--- src/rtl/lts_pkg.sv ---
package lts_pkg;

  localparam int BIT_UNSTABLE = 7;
  localparam int BIT_LEN_CHG  = 6;
  localparam int BIT_RSVD     = 5;
  localparam int BIT_BUF_OVF  = 4;
  localparam int BIT_RX_ERR   = 3;
  localparam int BIT_FREQ     = 2;
  localparam int BIT_CABLE    = 1;
  localparam int BIT_CNT_CHG  = 0;

  localparam int STICKY_W = 4;

  typedef struct packed {
    logic unstable;
    logic len_chg;
    logic buf_ovf;
    logic cnt_chg;
  } sticky_t;

  typedef struct packed {
    logic rx_err;
    logic freq_ok;
    logic cable_bad;
  } live_t;

  function automatic logic [7:0] pack_status(input sticky_t s, input live_t l);
    logic [7:0] b;
    b               = '0;
    b[BIT_UNSTABLE] = s.unstable;
    b[BIT_LEN_CHG]  = s.len_chg;
    b[BIT_RSVD]     = 1'b0;
    b[BIT_BUF_OVF]  = s.buf_ovf;
    b[BIT_RX_ERR]   = l.rx_err;
    b[BIT_FREQ]     = l.freq_ok;
    b[BIT_CABLE]    = l.cable_bad;
    b[BIT_CNT_CHG]  = s.cnt_chg;
    return b;
  endfunction

endpackage

--- src/rtl/lts_line_meter.sv ---
module lts_line_meter #(
  parameter int CNT_W = 16
) (
  input  logic             clk,
  input  logic             rst,
  input  logic             pix_valid,
  input  logic             line_end,
  input  logic             frame_start,
  output logic             line_done,
  output logic [CNT_W-1:0] line_len,
  output logic             frame_done,
  output logic [CNT_W-1:0] frame_lines
);

  localparam logic [CNT_W-1:0] ONE = {{(CNT_W-1){1'b0}}, 1'b1};

  logic [CNT_W-1:0] pix_cnt;
  logic [CNT_W-1:0] row_cnt;
  logic             in_frame;
  logic [CNT_W-1:0] pix_next;
  logic [CNT_W-1:0] row_next;

  // saturating increment keeps long lines from wrapping to a small value
  function automatic logic [CNT_W-1:0] bump(input logic [CNT_W-1:0] v, input logic en);
    return (en && (v != '1)) ? v + ONE : v;
  endfunction

  always_comb begin
    pix_next = bump(pix_cnt, pix_valid);
    row_next = bump(row_cnt, line_end);
  end

  always_ff @(posedge clk) begin
    if (rst) begin
      pix_cnt     <= '0;
      row_cnt     <= '0;
      in_frame    <= 1'b0;
      line_done   <= 1'b0;
      line_len    <= '0;
      frame_done  <= 1'b0;
      frame_lines <= '0;
    end else begin
      line_done  <= 1'b0;
      frame_done <= 1'b0;
      if (line_end) begin
        line_done <= in_frame;
        line_len  <= pix_next;
        pix_cnt   <= '0;
      end else begin
        pix_cnt <= pix_next;
      end
      if (frame_start) begin
        frame_done  <= in_frame;
        frame_lines <= row_next;
        row_cnt     <= '0;
        pix_cnt     <= '0;
        in_frame    <= 1'b1;
      end else begin
        row_cnt <= row_next;
      end
    end
  end

  assert_line_from_pulse_R3: assert property (@(posedge clk) disable iff (rst)
    (!$past(rst) && line_done) |-> $past(line_end));

  assert_frame_from_pulse_R4: assert property (@(posedge clk) disable iff (rst)
    (!$past(rst) && frame_done) |-> $past(frame_start));

  assert_no_line_before_frame_R4: assert property (@(posedge clk) disable iff (rst)
    (!$past(rst) && !$past(in_frame)) |-> (!line_done && !frame_done));

endmodule

--- src/rtl/lts_frame_checker.sv ---
module lts_frame_checker #(
  parameter int CNT_W = 16
) (
  input  logic             clk,
  input  logic             rst,
  input  logic             line_done,
  input  logic [CNT_W-1:0] line_len,
  input  logic             frame_done,
  input  logic [CNT_W-1:0] frame_lines,
  output logic             set_unstable,
  output logic             set_len_chg,
  output logic             set_cnt_chg
);

  logic             have_line;
  logic [CNT_W-1:0] ref_len;
  logic             mismatch;
  logic             have_prev_len;
  logic [CNT_W-1:0] prev_len;
  logic             have_prev_cnt;
  logic [CNT_W-1:0] prev_cnt;

  logic             line_mis;
  logic             frame_mis;
  logic             frame_has_line;
  logic [CNT_W-1:0] frame_ref;

  // a line closing in the frame-end cycle still belongs to the old frame
  always_comb begin
    line_mis       = line_done && have_line && (line_len != ref_len);
    frame_mis      = mismatch || line_mis;
    frame_has_line = have_line || line_done;
    frame_ref      = have_line ? ref_len : line_len;
  end

  always_ff @(posedge clk) begin
    if (rst) begin
      have_line     <= 1'b0;
      ref_len       <= '0;
      mismatch      <= 1'b0;
      have_prev_len <= 1'b0;
      prev_len      <= '0;
      have_prev_cnt <= 1'b0;
      prev_cnt      <= '0;
      set_unstable  <= 1'b0;
      set_len_chg   <= 1'b0;
      set_cnt_chg   <= 1'b0;
    end else begin
      set_unstable <= 1'b0;
      set_len_chg  <= 1'b0;
      set_cnt_chg  <= 1'b0;
      if (frame_done) begin
        set_unstable <= frame_mis;
        if (frame_has_line) begin
          set_len_chg   <= have_prev_len && (frame_ref != prev_len);
          prev_len      <= frame_ref;
          have_prev_len <= 1'b1;
        end
        set_cnt_chg   <= have_prev_cnt && (frame_lines != prev_cnt);
        prev_cnt      <= frame_lines;
        have_prev_cnt <= 1'b1;
        have_line     <= 1'b0;
        mismatch      <= 1'b0;
      end else if (line_done) begin
        if (!have_line) begin
          ref_len   <= line_len;
          have_line <= 1'b1;
        end else if (line_len != ref_len) begin
          mismatch <= 1'b1;
        end
      end
    end
  end

  assert_unstable_at_frame_R4: assert property (@(posedge clk) disable iff (rst)
    (!$past(rst) && set_unstable) |-> $past(frame_done));

  assert_len_chg_at_frame_R5: assert property (@(posedge clk) disable iff (rst)
    (!$past(rst) && set_len_chg) |-> ($past(frame_done) && $past(have_prev_len)));

  assert_cnt_chg_at_frame_R6: assert property (@(posedge clk) disable iff (rst)
    (!$past(rst) && set_cnt_chg) |-> ($past(frame_done) && $past(have_prev_cnt)));

  assert_first_frame_quiet_R6: assert property (@(posedge clk) disable iff (rst)
    (!$past(rst) && $past(frame_done) && !$past(have_prev_cnt)) |-> !set_cnt_chg);

endmodule

--- src/rtl/lts_sticky_flags.sv ---
module lts_sticky_flags #(
  parameter int W = 4
) (
  input  logic         clk,
  input  logic         rst,
  input  logic [W-1:0] set,
  input  logic         clr,
  output logic [W-1:0] q
);

  // a set in the clearing cycle wins, so an event is never dropped
  always_ff @(posedge clk) begin
    if (rst) q <= '0;
    else     q <= (q & ~{W{clr}}) | set;
  end

  for (genvar i = 0; i < W; i++) begin : g_chk
    assert_set_survives_read_R9: assert property (@(posedge clk) disable iff (rst)
      (!$past(rst) && $past(set[i])) |-> q[i]);

    assert_held_until_read_R8: assert property (@(posedge clk) disable iff (rst)
      (!$past(rst) && $past(q[i]) && !$past(clr)) |-> q[i]);

    assert_read_clears_R8: assert property (@(posedge clk) disable iff (rst)
      (!$past(rst) && $past(clr) && !$past(set[i])) |-> !q[i]);
  end

endmodule

--- src/rtl/lts_port_monitor.sv ---
module lts_port_monitor
  import lts_pkg::*;
#(
  parameter int CNT_W = 16
) (
  input  logic    clk,
  input  logic    rst,
  input  logic    pix_valid,
  input  logic    line_end,
  input  logic    frame_start,
  input  logic    buf_overflow,
  input  logic    clr,
  output sticky_t flags
);

  logic             line_done;
  logic [CNT_W-1:0] line_len;
  logic             frame_done;
  logic [CNT_W-1:0] frame_lines;
  logic             set_unstable;
  logic             set_len_chg;
  logic             set_cnt_chg;
  sticky_t          set_vec;
  logic [STICKY_W-1:0] q;

  lts_line_meter #(.CNT_W(CNT_W)) u_meter (
    .clk         (clk),
    .rst         (rst),
    .pix_valid   (pix_valid),
    .line_end    (line_end),
    .frame_start (frame_start),
    .line_done   (line_done),
    .line_len    (line_len),
    .frame_done  (frame_done),
    .frame_lines (frame_lines)
  );

  lts_frame_checker #(.CNT_W(CNT_W)) u_check (
    .clk          (clk),
    .rst          (rst),
    .line_done    (line_done),
    .line_len     (line_len),
    .frame_done   (frame_done),
    .frame_lines  (frame_lines),
    .set_unstable (set_unstable),
    .set_len_chg  (set_len_chg),
    .set_cnt_chg  (set_cnt_chg)
  );

  always_comb begin
    set_vec.unstable = set_unstable;
    set_vec.len_chg  = set_len_chg;
    set_vec.buf_ovf  = buf_overflow;
    set_vec.cnt_chg  = set_cnt_chg;
  end

  lts_sticky_flags #(.W(STICKY_W)) u_flags (
    .clk (clk),
    .rst (rst),
    .set (set_vec),
    .clr (clr),
    .q   (q)
  );

  assign flags = sticky_t'(q);

  assert_overflow_captured_R7: assert property (@(posedge clk) disable iff (rst)
    (!$past(rst) && $past(buf_overflow)) |-> flags.buf_ovf);

endmodule

--- src/rtl/line_timing_status.sv ---
module line_timing_status
  import lts_pkg::*;
#(
  parameter int NUM_PORTS = 2,
  parameter int CNT_W     = 16,
  parameter int SEL_W     = (NUM_PORTS > 1) ? $clog2(NUM_PORTS) : 1
) (
  input  logic                 clk,
  input  logic                 rst,
  input  logic [NUM_PORTS-1:0] pix_valid,
  input  logic [NUM_PORTS-1:0] line_end,
  input  logic [NUM_PORTS-1:0] frame_start,
  input  logic [NUM_PORTS-1:0] buf_overflow,
  input  logic [NUM_PORTS-1:0] rx_error,
  input  logic [NUM_PORTS-1:0] freq_stable,
  input  logic [NUM_PORTS-1:0] cable_fault,
  input  logic [SEL_W-1:0]     port_sel,
  input  logic                 rd_stb,
  output logic [7:0]           rd_data,
  output logic                 rd_valid
);

  sticky_t              flags [NUM_PORTS];
  logic [NUM_PORTS-1:0] clr_vec;
  sticky_t              sel_flags;
  live_t                sel_live;
  logic                 sel_hit;

  for (genvar p = 0; p < NUM_PORTS; p++) begin : g_port
    assign clr_vec[p] = rd_stb && (port_sel == SEL_W'(p));

    lts_port_monitor #(.CNT_W(CNT_W)) u_mon (
      .clk          (clk),
      .rst          (rst),
      .pix_valid    (pix_valid[p]),
      .line_end     (line_end[p]),
      .frame_start  (frame_start[p]),
      .buf_overflow (buf_overflow[p]),
      .clr          (clr_vec[p]),
      .flags        (flags[p])
    );

    assert_clear_only_selected_R10: assert property (@(posedge clk) disable iff (rst)
      (!$past(rst) && $past(flags[p].cnt_chg) && !$past(rd_stb && (port_sel == SEL_W'(p))))
        |-> flags[p].cnt_chg);
  end

  always_comb begin
    sel_flags = '0;
    sel_live  = '0;
    sel_hit   = 1'b0;
    for (int p = 0; p < NUM_PORTS; p++) begin
      if (port_sel == SEL_W'(p)) begin
        sel_flags          = flags[p];
        sel_live.rx_err    = rx_error[p];
        sel_live.freq_ok   = freq_stable[p];
        sel_live.cable_bad = cable_fault[p];
        sel_hit            = 1'b1;
      end
    end
  end

  always_ff @(posedge clk) begin
    if (rst) begin
      rd_data  <= '0;
      rd_valid <= 1'b0;
    end else begin
      rd_valid <= rd_stb;
      if (rd_stb) rd_data <= sel_hit ? pack_status(sel_flags, sel_live) : '0;
    end
  end

  assert_read_latency_R8: assert property (@(posedge clk) disable iff (rst)
    !$past(rst) |-> (rd_valid == $past(rd_stb)));

  assert_reserved_zero_R2: assert property (@(posedge clk) disable iff (rst)
    rd_valid |-> (rd_data[BIT_RSVD] == 1'b0));

endmodule

--- config.mk ---
export PLATFORM = sky130hd
export DESIGN_NAME = line_timing_status
export DESIGN_NICKNAME = d
export VERILOG_FILES = /design/src/rtl/lts_pkg.sv /design/src/rtl/lts_line_meter.sv /design/src/rtl/lts_frame_checker.sv /design/src/rtl/lts_sticky_flags.sv /design/src/rtl/lts_port_monitor.sv /design/src/rtl/line_timing_status.sv
export SDC_FILE = /design/constraint.sdc
export NUM_CORES = 1
export LEC_CHECK = 0
export BUFFER_PORTS_ARGS = -buffer_cell sky130_fd_sc_hd__buf_2
export CAP_MARGIN = 40
export CORE_MARGIN = 4
export CORE_UTILIZATION = 45
export CTS_CLUSTER_SIZE = 14
export DETAILED_ROUTE_END_ITERATION = 7
export SYNTH_ARGS = -nofsm -noshare
export SYNTH_HDL_FRONTEND = slang
export SYNTH_SLANG_ARGS = --single-unit
--- constraint.sdc ---
create_clock -name clk -period 4.4 [get_ports clk]
set_input_delay 0.88 -clock clk [delete_from_list [all_inputs] [get_ports clk]]
set_output_delay 0.88 -clock clk [all_outputs]
set_load 0.05 [all_outputs]
# Word level (Yosys, flattened, before mapping)
# Cells that the tools add are included.
[classes] add_sub_neg=4 eq_ne=10 mux=8 bitwise=15 reduce_logical=38
[op_table] op="$mux W16" n=6
[op_table] op="$ne A16 B16 Y1" n=6
[op_table] op="$add A16 B1 Y16 const B" n=4
[op_table] op="$ne A16 B16 Y1 const B" n=4
[op_table] op="$reduce_or A2 Y1" n=10
[op_table] op="$logic_and A1 B1 Y1" n=14
[op_table] op="$reduce_or A3 Y1" n=4
[op_table] op="$not A1 Y1" n=9
[op_table] op="$and A4 B4 Y4" n=2
[op_table] op="$not A4 Y4" n=2
[op_table] op="$or A4 B4 Y4" n=2
[op_table] op="$reduce_and A2 Y1" n=4
[op_table] op="$reduce_and A3 Y1" n=2
[op_table] op="$logic_or A1 B1 Y1" n=4
[op_table] op="$mux W4" n=1
[op_table] op="$mux W3" n=1
[totals] register_bits=260 in_bits=18 output_inout_bits=9 elab_cells=113

# Longest topological paths before layout
# Gate-level depths: netlist of run 1.
[logic_depth] ltp_word=5 depth_mapped=7 depth_no_buf=6

# By module
# Synthesis of run 1 repeated with hierarchy kept, for this count alone.
[unflattened] cells_unflattened=1322 area_unflattened_um2=11852.6
[modules_own_cells] mod="lts_frame_checker" instances=2 cells_per_inst=277 area_each_um2=2555.0 seq_area_each_um2=1101.1
[modules_own_cells] mod="lts_line_meter (g_port[0].u_mon.u_meter)" instances=1 cells_per_inst=364 area_each_um2=3093.0 seq_area_each_um2=1341.3
[modules_own_cells] mod="lts_line_meter (g_port[1].u_mon.u_meter)" instances=1 cells_per_inst=334 area_each_um2=3001.6 seq_area_each_um2=1341.3
[modules_own_cells] mod="line_timing_status" instances=1 cells_per_inst=38 area_each_um2=367.9 seq_area_each_um2=160.2
[modules_own_cells] mod="lts_sticky_flags" instances=2 cells_per_inst=16 area_each_um2=140.1 seq_area_each_um2=80.1

# Worst setup path before layout of run 1
# OpenSTA, ideal clock, no wires.
[synth_path] path_kind="input port to flip-flop" start="in line_end[1]" end="reg g_port[1].u_mon.u_meter.frame_lines[15]" setup_ns=0.086 arrival_ns=2.103 t_required_ns=4.314 setup_slack_ns=2.211 cell_stages=7 path_buffers=2 path_cell_list="buf_2 and4_1 clkbuf_1 nand3_1 nor4b_1 xnor2_1 a211oi_1"
[synth_between] elab_chain_len=2
[synth_lines] item="start: declaration" line="line_timing_status.sv:11" source="input logic [NUM_PORTS-1:0] line_end,"
[synth_lines] item="$logic_and A1 B1 Y1" line="lts_line_meter.sv:25" source="return (en && (v != '1)) ? v + ONE : v;"
[synth_lines] item="$mux W16" line="lts_line_meter.sv:25"
[synth_lines] item="end signal: assignment" line="lts_line_meter.sv:54" source="frame_lines <= row_next;"
[synth_lines] item="end: declaration" line="lts_line_meter.sv:12" source="output logic [CNT_W-1:0] frame_lines"
# No other way between the ends.
# A chain may end at the register's enable or synchronous reset.

# Final worst setup path of run 1
[layout_path] start="in line_end[0]" end="reg g_port[0].u_mon.u_meter.frame_lines[13]"
[layout_between] elab_chain_len=2
[layout_lines] item="$logic_and A1 B1 Y1" line="lts_line_meter.sv:25"
[layout_lines] item="$mux W16" line="lts_line_meter.sv:25"
[layout_lines] item="end signal: assignment" line="lts_line_meter.sv:54"
[layout_lines] item="end: declaration" line="lts_line_meter.sv:12"
# No other way between the ends.

==> results of run 1 <==
[worst max path at each step]
| stage | end | slack, ns | start |
|---|---|---|---|
| after global placement | g_port[0].u_mon.u_meter.frame_lines[13]$_SDFFE_PP0P_ | 1.69 | line_end[0] |
| final | g_port[0].u_mon.u_meter.frame_lines[13]$_SDFFE_PP0P_ | 2.20 | line_end[0] |
| after floorplan | g_port[1].u_mon.u_meter.frame_lines[15]$_SDFFE_PP0P_ | 2.21 | line_end[1] |
| after detailed placement | g_port[0].u_mon.u_meter.frame_lines[13]$_SDFFE_PP0P_ | 1.68 | line_end[0] |
| after global routing | g_port[0].u_mon.u_meter.frame_lines[13]$_SDFFE_PP0P_ | 2.03 | line_end[0] |
| after CTS | g_port[0].u_mon.u_check.set_len_chg$_SDFF_PP0_ | 2.17 | g_port[0].u_mon.u_check.have_line$_SDFFE_PP0P_ |
[cells in the mapped netlist, drive strengths merged (2+ instances only)]
library cell | number | area share
dfxtp | 260 | 0.47
o21ai | 17 | 0.0094
and3b | 2 | 0.0016
or2 | 2 | 0.0011
ha | 4 | 0.0045
xnor2 | 17 | 0.013
a21oi | 42 | 0.019
nand2 | 90 | 0.030
buf | 15 | 0.0066
or4 | 2 | 0.0017
nand3 | 22 | 0.0099
inv | 6 | 0.0020
nor2b | 15 | 0.0085
xor2 | 114 | 0.090
nor3b | 5 | 0.0038
and2 | 3 | 0.0017
nor2 | 211 | 0.071
a31oi | 7 | 0.0039
nor4b | 2 | 0.0016
o211ai | 2 | 0.0014
a22o | 2 | 0.0016
a211oi | 83 | 0.056
nand2b | 26 | 0.015
o32ai | 2 | 0.0016
nor4 | 24 | 0.014
and4 | 14 | 0.011
nor3 | 22 | 0.0099
o22ai | 13 | 0.0073
or3 | 4 | 0.0023
nand4 | 31 | 0.019
mux2i | 83 | 0.075
clkbuf | 56 | 0.019
and3 | 11 | 0.0062
o31ai | 3 | 0.0020
[metal layers]
metal	share of wire	up-vias	GRT usage
met2	0.40	116	0.235
met1	0.54	3796	0.265
li1	-	4286	-
met4	0.018	0	0.0359
met5	0	-	0
met3	0.038	32	0.0253
[flip-flops by register name, summed over array words and instances (netlist names), 7 cells and up]
name and cells:
g_port.u_mon.u_meter.frame_lines 32, g_port.u_mon.u_flags.q 8, g_port.u_mon.u_meter.line_len 32, g_port.u_mon.u_meter.pix_cnt 32, g_port.u_mon.u_check.prev_len 32, g_port.u_mon.u_check.prev_cnt 32
g_port.u_mon.u_check.ref_len 32, g_port.u_mon.u_meter.row_cnt 32, rd_data 7
[critical path, cell delays in order]
cell and delay (ns):
buf_2 0.48, and4_1 0.37, nand4_1 0.18, nor4b_1 0.37
xnor2_1 0.13, a211oi_1 0.22
[where the power goes]
group	leakage (nW)	internal, W	switching, W
sequential	2.11	0.00240	0.0000386
combinational	2.04	0.0000945	0.000170
clock	0.490	0.00152	0.000932
total	4.64	0.00401	0.00114
[cell type report]
class	instances	area, um2
Fill cell	2275	11800
Multi-Input combinational cell	889	5600
Sequential cell	260	5200
Clock buffer	38	810
Tap cell	324	405
Timing Repair Buffer	35	287
Clock inverter	14	176
Inverter	6	22.5
[kinds of logic after synthesis]
group	Yosys count	share of synthesized area
and+or+nand+nor	488	0.209
DFF	260	0.469
AOI/OAI and AO/OA	181	0.110
xor gates and xnor gates	131	0.103
muxes	84	0.0758
buffers and inverters	77	0.0276
adders and majority gates	4	0.00451
other	1	0.000338
[metrics by stage]
step	setup slack, ns	total power, W	hold slack, ns	utilization	instance area, um2
final	2.20	0.00515	0.438	0.514	12500
after global routing	2.03	0.00536	0.458	0.514	12500
after CTS	2.17	0.00523	0.443	0.514	12500
after detailed placement	1.68	0.00275	0.432	0.474	11500
after global placement	1.69	0.00274	0.422	0.469	11400
after floorplan	2.21	0.00268	0.413	-	11100
==> reports/metrics.csv, run 1 <==
metric,value,unit
initial detailed-routing violation count,473,
worst hold path type,flip-flop to flip-flop,
DRT Pass-1 Iters,4,
Via density,5.26,
Mapped Cells,1226,
post-detail-place hpwl,15.5,mm
Chip Height,165,um
Initial Util,0.457,
# setup viols final,0,
Final min period,2.20,ns
WL/cell,14.5,um
DRC,0,
H-tree levels,1,
"commonest non-fill, non-tap cell in the layout",dfxtp_1,
Setup Skew,0.0161,ns
warnings from Yosys,0,
Synth Net Count,1248,
register area share after synthesis,0.469,
ys async rst share,0,
launch point of the worst reg-to-reg path,g_port[0].u_mon.u_check.have_line$_SDFFE_PP0P_,
Synth cell types,57,
WHS Path Cells,2,
most frequent cells in the layout,"dfxtp_1, nor2_1, xor2_1",
antenna diode count,0,
CP Class,input pin to flip-flop,
pin count of the biggest net entering global routing,87,
Max clock buf depth,3,
WP data arrival,2.65,ns
clk root buf,clkbuf_16,
r2r setup slk,2.23,ns
CP Max Fanout,35,
max-slew violations,0,
period utilization,0.501,
startpoint types,input pin,
predominant post-synthesis flop cell,dfxtp_1,
Slew @ Worst Pin,0.743,ns
headroom to the max-slew limit,0.503,
Max VDD drop,0.293,mV
count of clock tree sinks,260,
Placer Congestion,0.831,
unrepaired setup endpoints after global routing,false,
post-route ant nets,0,
post-synthesis register bit count,260,
Core Area,24300,um2
final-report hold violation count,0,
clk slew on worst S/H paths,0.06,ns
Finished Layout Cells,1566,
Worst Path Required,4.85,ns
via count,8230,
max_cap viols,0,
layout cell share with drive strength beyond 1,0.0789,
die area,27300,um2
r2r endpoint,g_port[0].u_mon.u_check.set_len_chg$_SDFF_PP0_,
row count,57,
Lkg Pwr,4.64,nW
overall die width,165,um
cell area after synthesis,11100,um2
number of synthesized flops with an enable pin,0,
Mapped Avg Cell Area,9.06,um2
pwr dens,412,nW/um2
Post-Route WL,22.7,mm
setup tns final,0,ns
Critical Path Sink Type,flip-flop,
HP Start,g_port[1].u_mon.u_check.set_unstable$_SDFF_PP0_,
GRT Total Usage,0.166,
IO Pins,27,
vias in the first global route,7407,
first-pass GRT wire length,37.9,mm
path depth of the worst reg2reg path,6,
CTS Buf Count,28,
Layout Nets,1242,
Placed Instances,1514,
P&R area growth vs syn,12.6,%
Hold Path Sink,g_port[1].u_mon.u_flags.q[3]$_SDFF_PP0_,
# hold bufs at CTS,0,
outcome,completed,
postcts setup bufs,0,
fmax,454,MHz
PortBufs,25,
initial antenna violation count,0,
clock latency at the later pin of the worst-skew pair,0.53,ns
cts repair resizes,0,
gr ovfl total,0,
CTS tree,done,
No activity file was read; power rests on OpenSTA's default activity.
==> run 2: changes to the inputs <==
clock period = 1.9 ns   (was 4.4 ns; I/O delays follow)
==> reports/metrics.csv, run 2 (synthesized netlist as in run 1, its figures left out) <==
metric,value,unit,change
Post-Route WL,23.6,mm,+4.2%
startpoint types,flip-flop,,
PortBufs,25,,unchanged
Via density,5.24,,-0.38%
Worst Setup SP,g_port[0].u_mon.u_meter.row_cnt[0]$_SDFF_PP0_,,
die area,27300,um2,unchanged
fmax,553,MHz,
outcome,completed,,
initial antenna violation count,2,,+2
Critical Path Sink Type,flip-flop,,
CTS tree,done,,
# setup viols final,0,,unchanged
r2r setup slk,0.09,ns,-2.14 ns
fillcell total,2240,,-1.5%
Lkg Pwr,4.92,nW,+6.1%
gr ovfl total,0,,unchanged
vias in the first global route,8049,,+8.7%
Core Area,24300,um2,unchanged
WHS Path Cells,3,,+1
P&R area growth vs syn,17.6,%,
"commonest non-fill, non-tap cell in the layout",dfxtp_1,,
DRC,0,,unchanged
CP peak stage delay,0.42,ns,-0.06 ns
CP Buf/Inv Count,0,,-1
unrepaired setup endpoints after global routing,true,,
clk root buf,clkbuf_16,,
clk slew on worst S/H paths,0.06,ns,about the same
period utilization,0.952,,
Slew @ Worst Pin,0.524,ns,-0.219 ns
first-pass GRT wire length,40.0,mm,+5.6%
antenna diode count,0,,unchanged
clock latency at the later pin of the worst-skew pair,0.54,ns,about the same
CP Class,flip-flop to flip-flop,,
Worst Setup EP,g_port[0].u_mon.u_meter.frame_lines[1]$_SDFFE_PP0P_,,
row count,57,,unchanged
max-slew violations,0,,unchanged
slowest cell on the critical path,or3_4,,
Max clock buf depth,3,,unchanged
initial detailed-routing violation count,404,,-15%
H-tree levels,1,,unchanged
launch point of the worst reg-to-reg path,g_port[0].u_mon.u_meter.row_cnt[0]$_SDFF_PP0_,,
Worst Path Required,2.31,ns,-2.54 ns
layout cell share with drive strength beyond 1,0.142,,+0.0630
Top Family by Delay on Critical Path,simple AND/OR/NAND/NOR gates,,
r2r endpoint,g_port[0].u_mon.u_meter.frame_lines[1]$_SDFFE_PP0P_,,
max_cap viols,0,,unchanged
count of clock tree sinks,260,,unchanged
GRT Total Usage,0.175,,+0.00827
headroom to the max-slew limit,0.646,,+0.143
WP data arrival,2.22,ns,-0.43 ns
worst hold path type,input pin to flip-flop,,
total power,0.0122,W,+140%
Setup Skew,0.0120,ns,-0.00411 ns
Max VDD drop,0.585,mV,+100%
Initial Util,0.457,,unchanged
CTS Buf Count,28,,unchanged
via count,8487,,+3.1%
most frequent cells in the layout,"dfxtp_1, nor2_1, xor2_1",,
postcts setup bufs,0,,unchanged
pin count of the biggest net entering global routing,66,,-24%
Chip Height,165,um,unchanged
path depth of the worst reg2reg path,6,,unchanged
CP Max Fanout,4,,-89%
final core utilization,0.537,,+0.0230
Layout Nets,1297,,+4.4%
Placer Congestion,0.827,,-0.40%
IO Pins,27,,unchanged
WL/cell,14.6,um,+0.67%
cell chain of the critical path,ha_2 > nand3_1 > or3_4 > o21ai_2 > mux2i_1 > a211oi_1,,
pwr dens,937,nW/um2,+130%
DRT Pass-1 Iters,5,,+1
Final min period,1.81,ns,
Crit path depth,6,,unchanged
post-route ant nets,0,,unchanged
overall die width,165,um,unchanged
post-detail-place hpwl,16.4,mm,+6.0%
final-report hold violation count,0,,unchanged
# hold bufs at CTS,0,,unchanged
[run 2: cell count changes in the layout (fill, tap and decap cells not counted), moves of 4 or more]
cell	delta
buf_4	+55
mux2i_2	+6
dfxtp_2	+6
buf_12	+4
mux2i_1	-7
dfxtp_1	-6
[run 2: worst register-to-register path: stages, from the launching register on]
cell	delay, ns
dfxtp_1	0.37
ha_2	0.22
nand3_1	0.14
or3_4	0.42
o21ai_2	0.18
mux2i_1	0.25
a211oi_1	0.10
[run 2: timing repair]
item,in CTS,in global routing
resized for setup,1,30
pin swaps,0,3
setup endpoints to repair,2,20
[run 2: power by group]
part | internal [W] | leakage, nW | switching (W)
registers | 0.00555 | 2.11 | 0.0000858
logic | 0.000259 | 2.31 | 0.000407
clock network | 0.00369 | 0.501 | 0.00225
total | 0.00950 | 4.92 | 0.00275
[run 2: per-stage QoR]
step | cell area [um2] | std cells | TNS, ns | setup WS (ns) | hold WS [ns]
floorplan | 11100 | 1226 | 0 | 0.0852 | 0.413
global placement | 11900 | 1569 | 0 | 0.0427 | 0.419
detailed placement | 11900 | 1569 | 0 | 0.0230 | 0.433
CTS | 12900 | 1621 | 0 | 0.0391 | 0.0297
global route | 13100 | 1621 | -0.0269 | -0.0250 | 0.0394
finish | 13100 | 1621 | 0 | 0.0914 | 0.0542
[run 2: worst min path at each step]
| stage | from | end | slack (ns) |
|---|---|---|---|
| 2_1_floorplan | g_port[0].u_mon.u_check.set_cnt_chg$_SDFF_PP0_ | g_port[0].u_mon.u_flags.q[0]$_SDFF_PP0_ | 0.41 |
| 3_3_place_gp | g_port[0].u_mon.u_check.set_cnt_chg$_SDFF_PP0_ | g_port[0].u_mon.u_flags.q[0]$_SDFF_PP0_ | 0.42 |
| 3_5_place_dp | g_port[1].u_mon.u_check.set_unstable$_SDFF_PP0_ | g_port[1].u_mon.u_flags.q[3]$_SDFF_PP0_ | 0.43 |
| 4_1_cts | buf_overflow[0] | g_port[0].u_mon.u_flags.q[1]$_SDFF_PP0_ | 0.03 |
| 5_1_grt | buf_overflow[0] | g_port[0].u_mon.u_flags.q[1]$_SDFF_PP0_ | 0.04 |
| 6_report | buf_overflow[0] | g_port[0].u_mon.u_flags.q[1]$_SDFF_PP0_ | 0.05 |
[run 2: layout make-up]
type                       count  area [um2]  area share
inverter                       6        22.5     0.00172
clock buffer                  36         812      0.0622
sequential                   260        5210       0.399
clock inverter                16         219      0.0168
multi-input combinational    889        5710       0.437
tap                          324         405      0.0310
timing repair buffer          90         682      0.0522
[run 2: metal layers]
layer  global-route usage  vias to the layer above  wire length (um)
li1                     -                     4389                 -
met1                0.258                     3931             12100
met2                0.263                      124             10100
met3               0.0338                       39               994
met4               0.0431                        4               498
met5                    0                        -                21
==> run 3: changes to the inputs <==
SETUP_SLACK_MARGIN = 0.1   (was not set)
==> reports/metrics.csv, run 3 (synthesized netlist as in run 1, its figures left out) <==
metric,value,unit,change
outcome,completed,,
"commonest non-fill, non-tap cell in the layout",dfxtp_1,,
Via density,5.19,,-0.83%
CP Buf/Inv Count,0,,unchanged
fillcell total,2198,,-1.9%
PortBufs,25,,unchanged
final-report hold violation count,0,,unchanged
pin count of the biggest net entering global routing,77,,+17%
slowest cell on the critical path,or3b_2,,
fmax,551,MHz,-0.30%
r2r endpoint,g_port[0].u_mon.u_meter.line_len[2]$_SDFFE_PP0P_,,
pwr dens,899,nW/um2,-4.0%
initial detailed-routing violation count,462,,+14%
Chip Height,165,um,unchanged
r2r setup slk,0.09,ns,about the same
cell mode on critical path,and4_1,,
WP data arrival,2.27,ns,+0.05 ns
antenna diode count,0,,unchanged
vias in the first global route,8078,,+0.36%
cell area after placement,11900,um2,+0.23%
Placed Instances,1574,,+0.32%
Worst Path Required,2.36,ns,+0.05 ns
headroom to the max-slew limit,0.610,,-0.0359
CTS tree,done,,
Post-Route WL,24.1,mm,+2.1%
startpoint types,flip-flop,,
max-slew violations,0,,unchanged
post-detail-place hpwl,16.5,mm,+0.37%
Max VDD drop,0.607,mV,+3.8%
Layout Nets,1307,,+0.77%
cell chain of the critical path,and4_1 > nand4_1 > and4_1 > or3b_2 > a21oi_1,,
Critical Path Sink Type,flip-flop,,
launch point of the worst reg-to-reg path,g_port[0].u_mon.u_meter.pix_cnt[14]$_SDFF_PP0_,,
setup tns final,0,ns,unchanged
path depth of the worst reg2reg path,5,,-1
gr ovfl total,0,,unchanged
DRC,0,,unchanged
# hold bufs at CTS,0,,unchanged
H-tree levels,1,,unchanged
# setup viols final,0,,unchanged
Lkg Pwr,4.95,nW,+0.64%
overall die width,165,um,unchanged
via count,8458,,-0.34%
CP Class,flip-flop to flip-flop,,
unrepaired setup endpoints after global routing,true,,
Worst Setup SP,g_port[0].u_mon.u_meter.pix_cnt[14]$_SDFF_PP0_,,
WL/cell,14.8,um,+1.6%
clock latency at the later pin of the worst-skew pair,0.53,ns,about the same
count of clock tree sinks,260,,unchanged
period utilization,0.955,,+0.00285
GRT Total Usage,0.177,,+0.00248
clk root buf,clkbuf_16,,
Worst Setup EP,g_port[0].u_mon.u_meter.line_len[2]$_SDFFE_PP0P_,,
Final min period,1.81,ns,+0.00542 ns
post-place setup slack,0.0348,ns,+0.0118 ns
multi-input logic area,5870,um2,+2.7%
finished layout cell area,13300,um2,+1.6%
Crit path depth,5,,-1
P&R area growth vs syn,19.5,%,
worst hold path type,input pin to flip-flop,,
CP Max Fanout,5,,+1
Placer Congestion,0.831,,+0.50%
first-pass GRT wire length,40.4,mm,+0.93%
register area,5230,um2,+0.26%
clk slew on worst S/H paths,0.07,ns,about the same
die area,27300,um2,unchanged
max_cap viols,0,,unchanged
Top Family by Delay on Critical Path,simple AND/OR/NAND/NOR gates,,
DRT Pass-1 Iters,5,,unchanged
layout cell share with drive strength beyond 1,0.169,,+0.0267
worst setup margin,0.0859,ns,-0.00542 ns
final core utilization,0.545,,+0.00833
Core Area,24300,um2,unchanged
Setup Skew,0.00848,ns,-0.00351 ns
post-route ant nets,0,,unchanged
Max clock buf depth,3,,unchanged
Slew @ Worst Pin,0.584,ns,+0.0605 ns
CP peak stage delay,0.47,ns,+0.05 ns
initial antenna violation count,0,,-2
Finished Layout Cells,1629,,+0.49%
most frequent cells in the layout,"dfxtp_1, nor2_1, xor2_1",,
IO Pins,27,,unchanged
Initial Util,0.457,,unchanged
CTS Buf Count,28,,unchanged
row count,57,,unchanged
HP Start,buf_overflow[0],,
## run 3: final cells by class
type                       instances  area share
clock buffer                      39      0.0621
clock inverter                    11      0.0109
inverter                           6     0.00170
multi-input combinational        889       0.442
sequential                       260       0.394
tap                              324      0.0306
timing repair buffer             100      0.0586
## run 3: report_power, final
part	internal, W	switching [W]	total (W)
clock network	0.00342	0.00218	0.00560
logic	0.000278	0.000420	0.000698
registers	0.00555	0.0000881	0.00563
## run 3: routing by layer
metal  wire length (um)  vias to the layer above  global-route usage
met4                579                        0              0.0473
met3                786                       43              0.0266
li1                   -                     4406                   -
met2              10400                      119               0.268
met1              12400                     3890               0.264
met5                  0                        -                   0
## run 3: worst register-to-register path, stage by stage (launching register included)
cell and delay [ns]:
dfxtp_1 0.40, and4_1 0.36, nand4_1 0.15, and4_1 0.23
or3b_2 0.47, a21oi_1 0.14
## run 3: how the worst min path moves through the flow
stage / end / slack [ns] / depth (start not counted)
finish: g_port[0].u_mon.u_flags.q[1]$_SDFF_PP0_ / 0.11 / 3
detailed placement: g_port[0].u_mon.u_check.set_len_chg$_SDFF_PP0_ / 0.43 / 2
floorplan: g_port[0].u_mon.u_flags.q[0]$_SDFF_PP0_ / 0.41 / 2
global route: g_port[1].u_mon.u_flags.q[1]$_SDFF_PP0_ / 0.14 / 3
global placement: g_port[0].u_mon.u_flags.q[0]$_SDFF_PP0_ / 0.42 / 2
CTS: g_port[0].u_mon.u_flags.q[1]$_SDFF_PP0_ / 0.11 / 3
## run 3: metrics by stage
stage / total power, W / hold WS [ns]
final: 0.0119 / 0.114
after global routing: 0.0124 / 0.138
after CTS: 0.0120 / 0.107
after detailed placement: 0.00642 / 0.426
after global placement: 0.00641 / 0.418
after floorplan: 0.00620 / 0.413
## run 3: what timing repair did
| action | 4_1_cts | 5_1_grt |
|---|---|---|
| gates resized for setup | 9 | 65 |
| endpoints found under the setup margin | 20 | 60 |
| cloned | 0 | 1 |
| buffers inserted | 1 | 3 |
| pin swaps | 1 | 11 |
